## config.mk

```make
export PLATFORM = sky130hd
export DESIGN_NAME = isr_router
export DESIGN_NICKNAME = d
export VERILOG_FILES = /design/src/rtl/isr_router_pkg.sv /design/src/rtl/isr_prio_pick.sv /design/src/rtl/isr_src_slice.sv /design/src/rtl/isr_dtc_seq.sv /design/src/rtl/isr_router.sv
export SDC_FILE = /design/constraint.sdc
export NUM_CORES = 1
export LEC_CHECK = 0
export ABC_AREA = 1
export ABC_CLOCK_PERIOD_IN_PS = 2200
export BUFFER_PORTS_ARGS = -buffer_cell sky130_fd_sc_hd__buf_4
export CAP_MARGIN = 30
export CORE_ASPECT_RATIO = 1.1
export CORE_UTILIZATION = 30
export DETAILED_ROUTE_END_ITERATION = 8
export HOLD_SLACK_MARGIN = 0.15
export PLACE_DENSITY = 0.49
export SYNTH_ARGS = -nofsm -noshare
export SYNTH_HDL_FRONTEND = slang
export SYNTH_SLANG_ARGS = --single-unit
```

## constraint.sdc

```tcl
create_clock -name clk -period 2.2 [get_ports clk]
set_input_delay 0.22 -clock clk [delete_from_list [all_inputs] [get_ports clk]]
set_output_delay 0.22 -clock clk [all_outputs]
set_load 0.01 [all_outputs]
```

## src/rtl/isr_router_pkg.sv

```systemverilog
package isr_router_pkg;
    typedef enum logic [1:0] {
        SEQ_IDLE  = 2'd0,
        SEQ_OFFER = 2'd1,
        SEQ_XFER  = 2'd2,
        SEQ_WRAP  = 2'd3
    } seq_state_t;
endpackage

```

## src/rtl/isr_prio_pick.sv

```systemverilog
module isr_prio_pick #(
    parameter int NUM_SRC = 16
) (
    input  logic               clk,
    input  logic               rst_n,
    input  logic [NUM_SRC-1:0] req_i,
    output logic [NUM_SRC-1:0] pick_o
);
    always_comb begin
        pick_o = '0;
        for (int i = NUM_SRC - 1; i >= 0; i--) begin
            if (req_i[i]) begin
                pick_o    = '0;
                pick_o[i] = 1'b1;
            end
        end
    end

    AST_LOWEST_WINS: assert property (@(posedge clk) disable iff (!rst_n)
        (|req_i) |-> ($onehot(pick_o) && (((pick_o - 1'b1) & req_i) == '0)));
endmodule

```

## src/rtl/isr_src_slice.sv

```systemverilog
module isr_src_slice #(
    parameter int CNT_W   = 8,
    parameter bit SPECIAL = 1'b0
) (
    input  logic             clk,
    input  logic             rst_n,
    input  logic             flag_i,
    input  logic             cfg_we_i,
    input  logic             cfg_dma_i,
    input  logic             cfg_dtc_i,
    input  logic             cfg_irq_i,
    input  logic [CNT_W-1:0] cfg_cnt_i,
    input  logic             dma_ack_i,
    input  logic             reg_acc_i,
    input  logic             cpu_ack_i,
    input  logic             finish_i,
    output logic             dtc_pend_o,
    output logic             cpu_irq_o,
    output logic             dma_req_o,
    output logic             flag_clr_o
);
    logic             dma_q;
    logic             dtc_q;
    logic             irq_q;
    logic             served_q;
    logic             exh_q;
    logic [CNT_W-1:0] cnt_q;
    logic             last_xfer;

    assign last_xfer = (cnt_q == CNT_W'(1));

    always_ff @(posedge clk or negedge rst_n) begin
        if (!rst_n) begin
            dma_q    <= 1'b0;
            dtc_q    <= 1'b0;
            irq_q    <= 1'b0;
            served_q <= 1'b0;
            exh_q    <= 1'b0;
            cnt_q    <= '0;
        end else if (cfg_we_i) begin
            dma_q    <= cfg_dma_i;
            dtc_q    <= cfg_dtc_i;
            irq_q    <= cfg_irq_i;
            cnt_q    <= cfg_cnt_i;
            served_q <= 1'b0;
            exh_q    <= 1'b0;
        end else begin
            if (finish_i) begin
                cnt_q    <= cnt_q - 1'b1;
                served_q <= 1'b1;
                if (last_xfer) begin
                    dtc_q <= 1'b0;
                    exh_q <= 1'b1;
                end
            end else if (!flag_i) begin
                served_q <= 1'b0;
            end
            if (cpu_ack_i && !(finish_i && last_xfer)) begin
                exh_q <= 1'b0;
            end
        end
    end

    always_comb begin
        dma_req_o  = flag_i & dma_q;
        dtc_pend_o = flag_i & ~dma_q & dtc_q & ~served_q;
        cpu_irq_o  = ~dma_q & ((flag_i & (~dtc_q | (served_q & irq_q))) | exh_q);
        if (SPECIAL) begin
            flag_clr_o = reg_acc_i;
        end else begin
            flag_clr_o = (dma_q & dma_ack_i) | (finish_i & ~irq_q);
        end
    end

    AST_DMA_EXCLUSIVE: assert property (@(posedge clk) disable iff (!rst_n)
        dma_q |-> (!cpu_irq_o && !dtc_pend_o));
    AST_EXHAUST_HANDOFF: assert property (@(posedge clk) disable iff (!rst_n)
        (finish_i && last_xfer && !cfg_we_i) |=> (exh_q && !dtc_q));
    AST_EXH_HOLD: assert property (@(posedge clk) disable iff (!rst_n)
        (exh_q && !cpu_ack_i && !cfg_we_i) |=> exh_q);
endmodule

```

## src/rtl/isr_dtc_seq.sv

```systemverilog
module isr_dtc_seq
    import isr_router_pkg::*;
#(
    parameter int NUM_SRC = 16
) (
    input  logic               clk,
    input  logic               rst_n,
    input  logic [NUM_SRC-1:0] pend_i,
    input  logic               ready_i,
    input  logic               done_i,
    output logic               valid_o,
    output logic [NUM_SRC-1:0] grant_o,
    output logic               finish_o,
    output logic               busy_o
);
    seq_state_t         state_q;
    seq_state_t         state_d;
    logic [NUM_SRC-1:0] pick;
    logic [NUM_SRC-1:0] grant_q;

    isr_prio_pick #(.NUM_SRC(NUM_SRC)) u_pick (
        .clk    (clk),
        .rst_n  (rst_n),
        .req_i  (pend_i),
        .pick_o (pick)
    );

    always_comb begin
        state_d = state_q;
        unique case (state_q)
            SEQ_IDLE:  if (|pend_i) state_d = SEQ_OFFER;
            SEQ_OFFER: if (ready_i) state_d = SEQ_XFER;
            SEQ_XFER:  if (done_i)  state_d = SEQ_WRAP;
            SEQ_WRAP:  state_d = SEQ_IDLE;
            default:   state_d = SEQ_IDLE;
        endcase
    end

    always_ff @(posedge clk or negedge rst_n) begin
        if (!rst_n) begin
            state_q <= SEQ_IDLE;
            grant_q <= '0;
        end else begin
            state_q <= state_d;
            if (state_q == SEQ_IDLE && (|pend_i)) begin
                grant_q <= pick;
            end
        end
    end

    always_comb begin
        valid_o  = 1'b0;
        finish_o = 1'b0;
        busy_o   = 1'b1;
        grant_o  = grant_q;
        unique case (state_q)
            SEQ_IDLE: begin
                busy_o  = 1'b0;
                grant_o = '0;
            end
            SEQ_OFFER: valid_o  = 1'b1;
            SEQ_XFER:  valid_o  = 1'b0;
            SEQ_WRAP:  finish_o = 1'b1;
            default:   busy_o   = 1'b0;
        endcase
    end

    AST_GRANT_ONEHOT: assert property (@(posedge clk) disable iff (!rst_n)
        valid_o |-> $onehot(grant_o));
    AST_OFFER_HOLD: assert property (@(posedge clk) disable iff (!rst_n)
        (valid_o && !ready_i) |=> (valid_o && $stable(grant_o)));
    AST_WAIT_DONE: assert property (@(posedge clk) disable iff (!rst_n)
        (state_q == SEQ_XFER && !done_i) |=> (state_q == SEQ_XFER));
endmodule

```

## src/rtl/isr_router.sv

```systemverilog
module isr_router #(
    parameter int                   NUM_SRC      = 16,
    parameter int                   CNT_W        = 8,
    parameter logic [NUM_SRC-1:0]   SPECIAL_MASK = '0,
    localparam int                  IDX_W        = (NUM_SRC > 1) ? $clog2(NUM_SRC) : 1
) (
    input  logic               clk,
    input  logic               rst_n,
    input  logic [NUM_SRC-1:0] src_flag_i,
    input  logic               cfg_we_i,
    input  logic [IDX_W-1:0]   cfg_idx_i,
    input  logic               cfg_dma_sel_i,
    input  logic               cfg_dtc_en_i,
    input  logic               cfg_dtc_irq_i,
    input  logic [CNT_W-1:0]   cfg_count_i,
    input  logic [NUM_SRC-1:0] dma_ack_i,
    input  logic [NUM_SRC-1:0] reg_access_i,
    output logic [NUM_SRC-1:0] dma_req_o,
    output logic [NUM_SRC-1:0] flag_clr_o,
    output logic               dtc_valid_o,
    output logic [NUM_SRC-1:0] dtc_grant_o,
    input  logic               dtc_ready_i,
    input  logic               dtc_done_i,
    output logic [NUM_SRC-1:0] cpu_irq_o,
    input  logic [NUM_SRC-1:0] cpu_ack_i
);
    logic [NUM_SRC-1:0] pend;
    logic [NUM_SRC-1:0] grant;
    logic               finish;
    logic               busy;

    isr_dtc_seq #(.NUM_SRC(NUM_SRC)) u_seq (
        .clk      (clk),
        .rst_n    (rst_n),
        .pend_i   (pend),
        .ready_i  (dtc_ready_i),
        .done_i   (dtc_done_i),
        .valid_o  (dtc_valid_o),
        .grant_o  (grant),
        .finish_o (finish),
        .busy_o   (busy)
    );

    assign dtc_grant_o = grant;

    for (genvar g = 0; g < NUM_SRC; g++) begin : g_src
        isr_src_slice #(
            .CNT_W   (CNT_W),
            .SPECIAL (SPECIAL_MASK[g])
        ) u_slice (
            .clk        (clk),
            .rst_n      (rst_n),
            .flag_i     (src_flag_i[g]),
            .cfg_we_i   (cfg_we_i && (cfg_idx_i == IDX_W'(g))),
            .cfg_dma_i  (cfg_dma_sel_i),
            .cfg_dtc_i  (cfg_dtc_en_i),
            .cfg_irq_i  (cfg_dtc_irq_i),
            .cfg_cnt_i  (cfg_count_i),
            .dma_ack_i  (dma_ack_i[g]),
            .reg_acc_i  (reg_access_i[g]),
            .cpu_ack_i  (cpu_ack_i[g]),
            .finish_i   (finish & grant[g]),
            .dtc_pend_o (pend[g]),
            .cpu_irq_o  (cpu_irq_o[g]),
            .dma_req_o  (dma_req_o[g]),
            .flag_clr_o (flag_clr_o[g])
        );
    end

    AST_DTC_FIRST: assert property (@(posedge clk) disable iff (!rst_n)
        busy |-> ((cpu_irq_o & grant) == '0));
    AST_NO_DMA_GRANT: assert property (@(posedge clk) disable iff (!rst_n)
        dtc_valid_o |-> ((dma_req_o & grant) == '0));
endmodule

```

==> results.yml <==
critical_path:
  critPathKind: "flip-flop to output port"
  rr_endpoint: "g_src[15].u_slice.dtc_q"
  r2r_start: "u_seq.state_q[0]"
  reg2reg_slack_ps: 170
  critical_path.max_fanout: 11
  cp.required_ps: 1980
  arrival_ps: 1890
  critPathLaunch: "u_seq.state_q[0]"
  startpoint_type: "flip-flop"
  cp-end-kind: "output port"
  reg2reg_depth: 11
synth:
  synthXorXnorAreaFrac_pct: 4.14
  synth-compound-area-share_pct: 13.8
  synth-adder-area-share_pct: 3.43
  synth_mux_area_share_pct: 0
  synth_area_um2: 13100
  synth.distinct_cells: 43
  syn_nets: 1787
  synth-seq-cells: 226
  synthCells: 1667
  yosys_warnings: 0
  avgSynthCellArea_um2: 7.88
  synthSimpleGateAreaFrac_pct: 24.0
  synth_ff_type: "dfrtp_1"
  ys_seq_area_share_pct: 43.1
  synth_top_family_by_area: "simple AND/OR/NAND/NOR gates"
  synth_edf_count: 0
  async_flop_share_pct: 100
drt:
  avgRoutedWirePerCell_um: 16.0
  vias: 11575
  wl_um: 38900
  route.detailed.drc: 0
  drtPass1Iterations: 5
  antenna_left: 0
  first_iter_violations: 772
  vias_per_cell: 4.77
layout:
  final_util_pct: 37.6
  area_growth_pct: 23.8
  diodes: 0
  finalNonFillerCells: 2429
  nets: 1955
  final_cell_mix: "nand2_1, dfrtp_1, inv_1, buf_4, nor2_1"
  fillerInstances: 4498
  drive_above_1_share_pct: 18.9
  stdcell_area_um2: 16200
  final_common_cell: "nand2_1"
sta:
  tns_ps: 0
  clock_skew_ps: 16.8
  fin_crit_ps: 2110
  drv_slew: 0
  period_share_pct: 95.8
  relSlewSlack_pct: 63.7
  tightest_slew_ps: 544
  setup_ws_ps: 92.5
  grt_setup_unrepaired: "yes"
  setup_viol: 0
  hold_viol: 0
  fmax_mhz: 474
floorplan:
  die_w_um: 201
  ios: 149
  start_util_pct: 30.4
  rows: 80
  dieHeight_um: 221
  coreArea_um2: 43200
  die_area_um2: 44600
place:
  placed_cells: 2322
  port_buffers: 132
  hpwl_um: 26700
  place.gp.congestion: 0.859
  place_ws_ps: 186
  placed_area_um2: 14600
grt:
  grt_pass1_vias: 11462
  grt_overflow: 0
  grtUsageTotal_pct: 17.5
  antenna_found_initial: 0
  grt_pass1_wl_um: 62400
  grt_max_degree: 74
hold_path:
  hold_path.class: "input port to asynchronous set/reset pin"
power:
  leakage_nw: 7.89
  ir_drop_mv: 0.504
  power_density_nw_per_um2: 1060
clock_network:
  clk_latency_ps: 550
  clockBufferDepth: 3
  clk_pin_slew_ps: 60
  htreeDepth: 1
  root_buffer: "clkbuf_16"
  clkSinkCount: 226
  cts_tree: "yes"
  cts_buffers: 28
flow_run:
  cap_violations: 0
run_status:
  status: "completed"
==> power breakdown <==
group	total [mW]	internal, mW	leakage [nW]	switching (mW)
registers	6.60	5.48	2.84	1.13
logic	6.05	2.53	4.61	3.52
clock network	4.59	2.75	0.449	1.85
total	17.2	10.8	7.89	6.49
==> what timing repair did <==
action	4_1_cts	5_1_grt
hold buffers	45	0
endpoints found under the setup margin	16	16
gates resized for setup	44	18
cloned	0	1
pin swaps	2	1
hold endpoints to repair	326	0
buffers inserted	10	1
==> metrics by stage <==
step	power (mW)	hold WS [ps]
final	17.2	149
after global routing	18.5	175
after CTS	17.2	154
after detailed placement	12.3	143
after global placement	12.2	141
after floorplan	10.8	-75.6
==> worst max-delay path, stage by stage (launching register included) <==
cell,delay (ps)
dfrtp_1,340
inv_1,90
ha_4,200
buf_12,170
nor2_4,120
nand2_2,110
o21ai_0,170
buf_4,140
==> kinds of logic after synthesis <==
| kind of cell | Yosys count |
|---|---|
| fa+ha+maj | 36 |
| buf+inv | 339 |
| compound gates | 279 |
| xor+xnor | 62 |
| flops | 226 |
| simple gates | 725 |
==> cell type report <==
type | instances | area [um2] | area share [%]
multi-input combinational | 1102 | 6110 | 37.6
sequential | 226 | 5660 | 34.8
timing repair buffer | 229 | 1920 | 11.8
inverter | 248 | 931 | 5.73
clock buffer | 42 | 845 | 5.20
tap | 574 | 718 | 4.42
clock inverter | 8 | 70.1 | 0.431
==> layer usage <==
metal  up-vias  global-route usage [%]  share of wire, %
li1       5754                       -                 -
met1      5553                    23.5                47
met2       219                    29.6                48
met3        49                    2.15               3.7
met4         0                    4.33               1.7
met5         -                       0                 0
==> cells in the mapped netlist (12+ instances only) <==
cell type | n | area share, %
nor3_1 | 18 | 0.69
xor2_1 | 54 | 3.6
nand3_1 | 106 | 4.0
inv_1 | 215 | 6.1
dfrtp_1 | 226 | 43
inv_2 | 33 | 0.94
buf_4 | 49 | 2.8
a21oi_1 | 79 | 3.0
o211ai_1 | 29 | 1.7
ha_1 | 36 | 3.4
o21ai_0 | 62 | 2.4
nand2_2 | 20 | 0.95
clkbuf_1 | 30 | 0.86
o21ai_2 | 14 | 0.93
o311ai_1 | 12 | 0.80
o221ai_1 | 54 | 3.6
nand4_1 | 31 | 1.5
nand2_1 | 359 | 10
nor2_1 | 156 | 4.5
==> sequential cells by signal, summed over array words and instances, names as in the netlist <==
signal and cells:
g_src.u_slice.irq_q 16, g_src.u_slice.dma_q 16, g_src.u_slice.dtc_q 16, g_src.u_slice.exh_q 16
u_seq.state_q 2, g_src.u_slice.cnt_q 128, g_src.u_slice.served_q 16, u_seq.grant_q 16
==> how the worst max path moves through the flow <==
| stage | endpoint | slack, ps | depth (start not counted) |
|---|---|---|---|
| after floorplan | g_src[14].u_slice.cnt_q[4] | 410 | 8 |
| after global placement | g_src[15].u_slice.dtc_q | 260 | 9 |
| after detailed placement | g_src[11].u_slice.cnt_q[3] | 190 | 8 |
| after CTS | flag_clr_o[8] | -30 | 7 |
| after global routing | flag_clr_o[8] | -0.2 | 6 |
| final | flag_clr_o[6] | 90 | 7 |
Power figures use the tool's default switching activity.
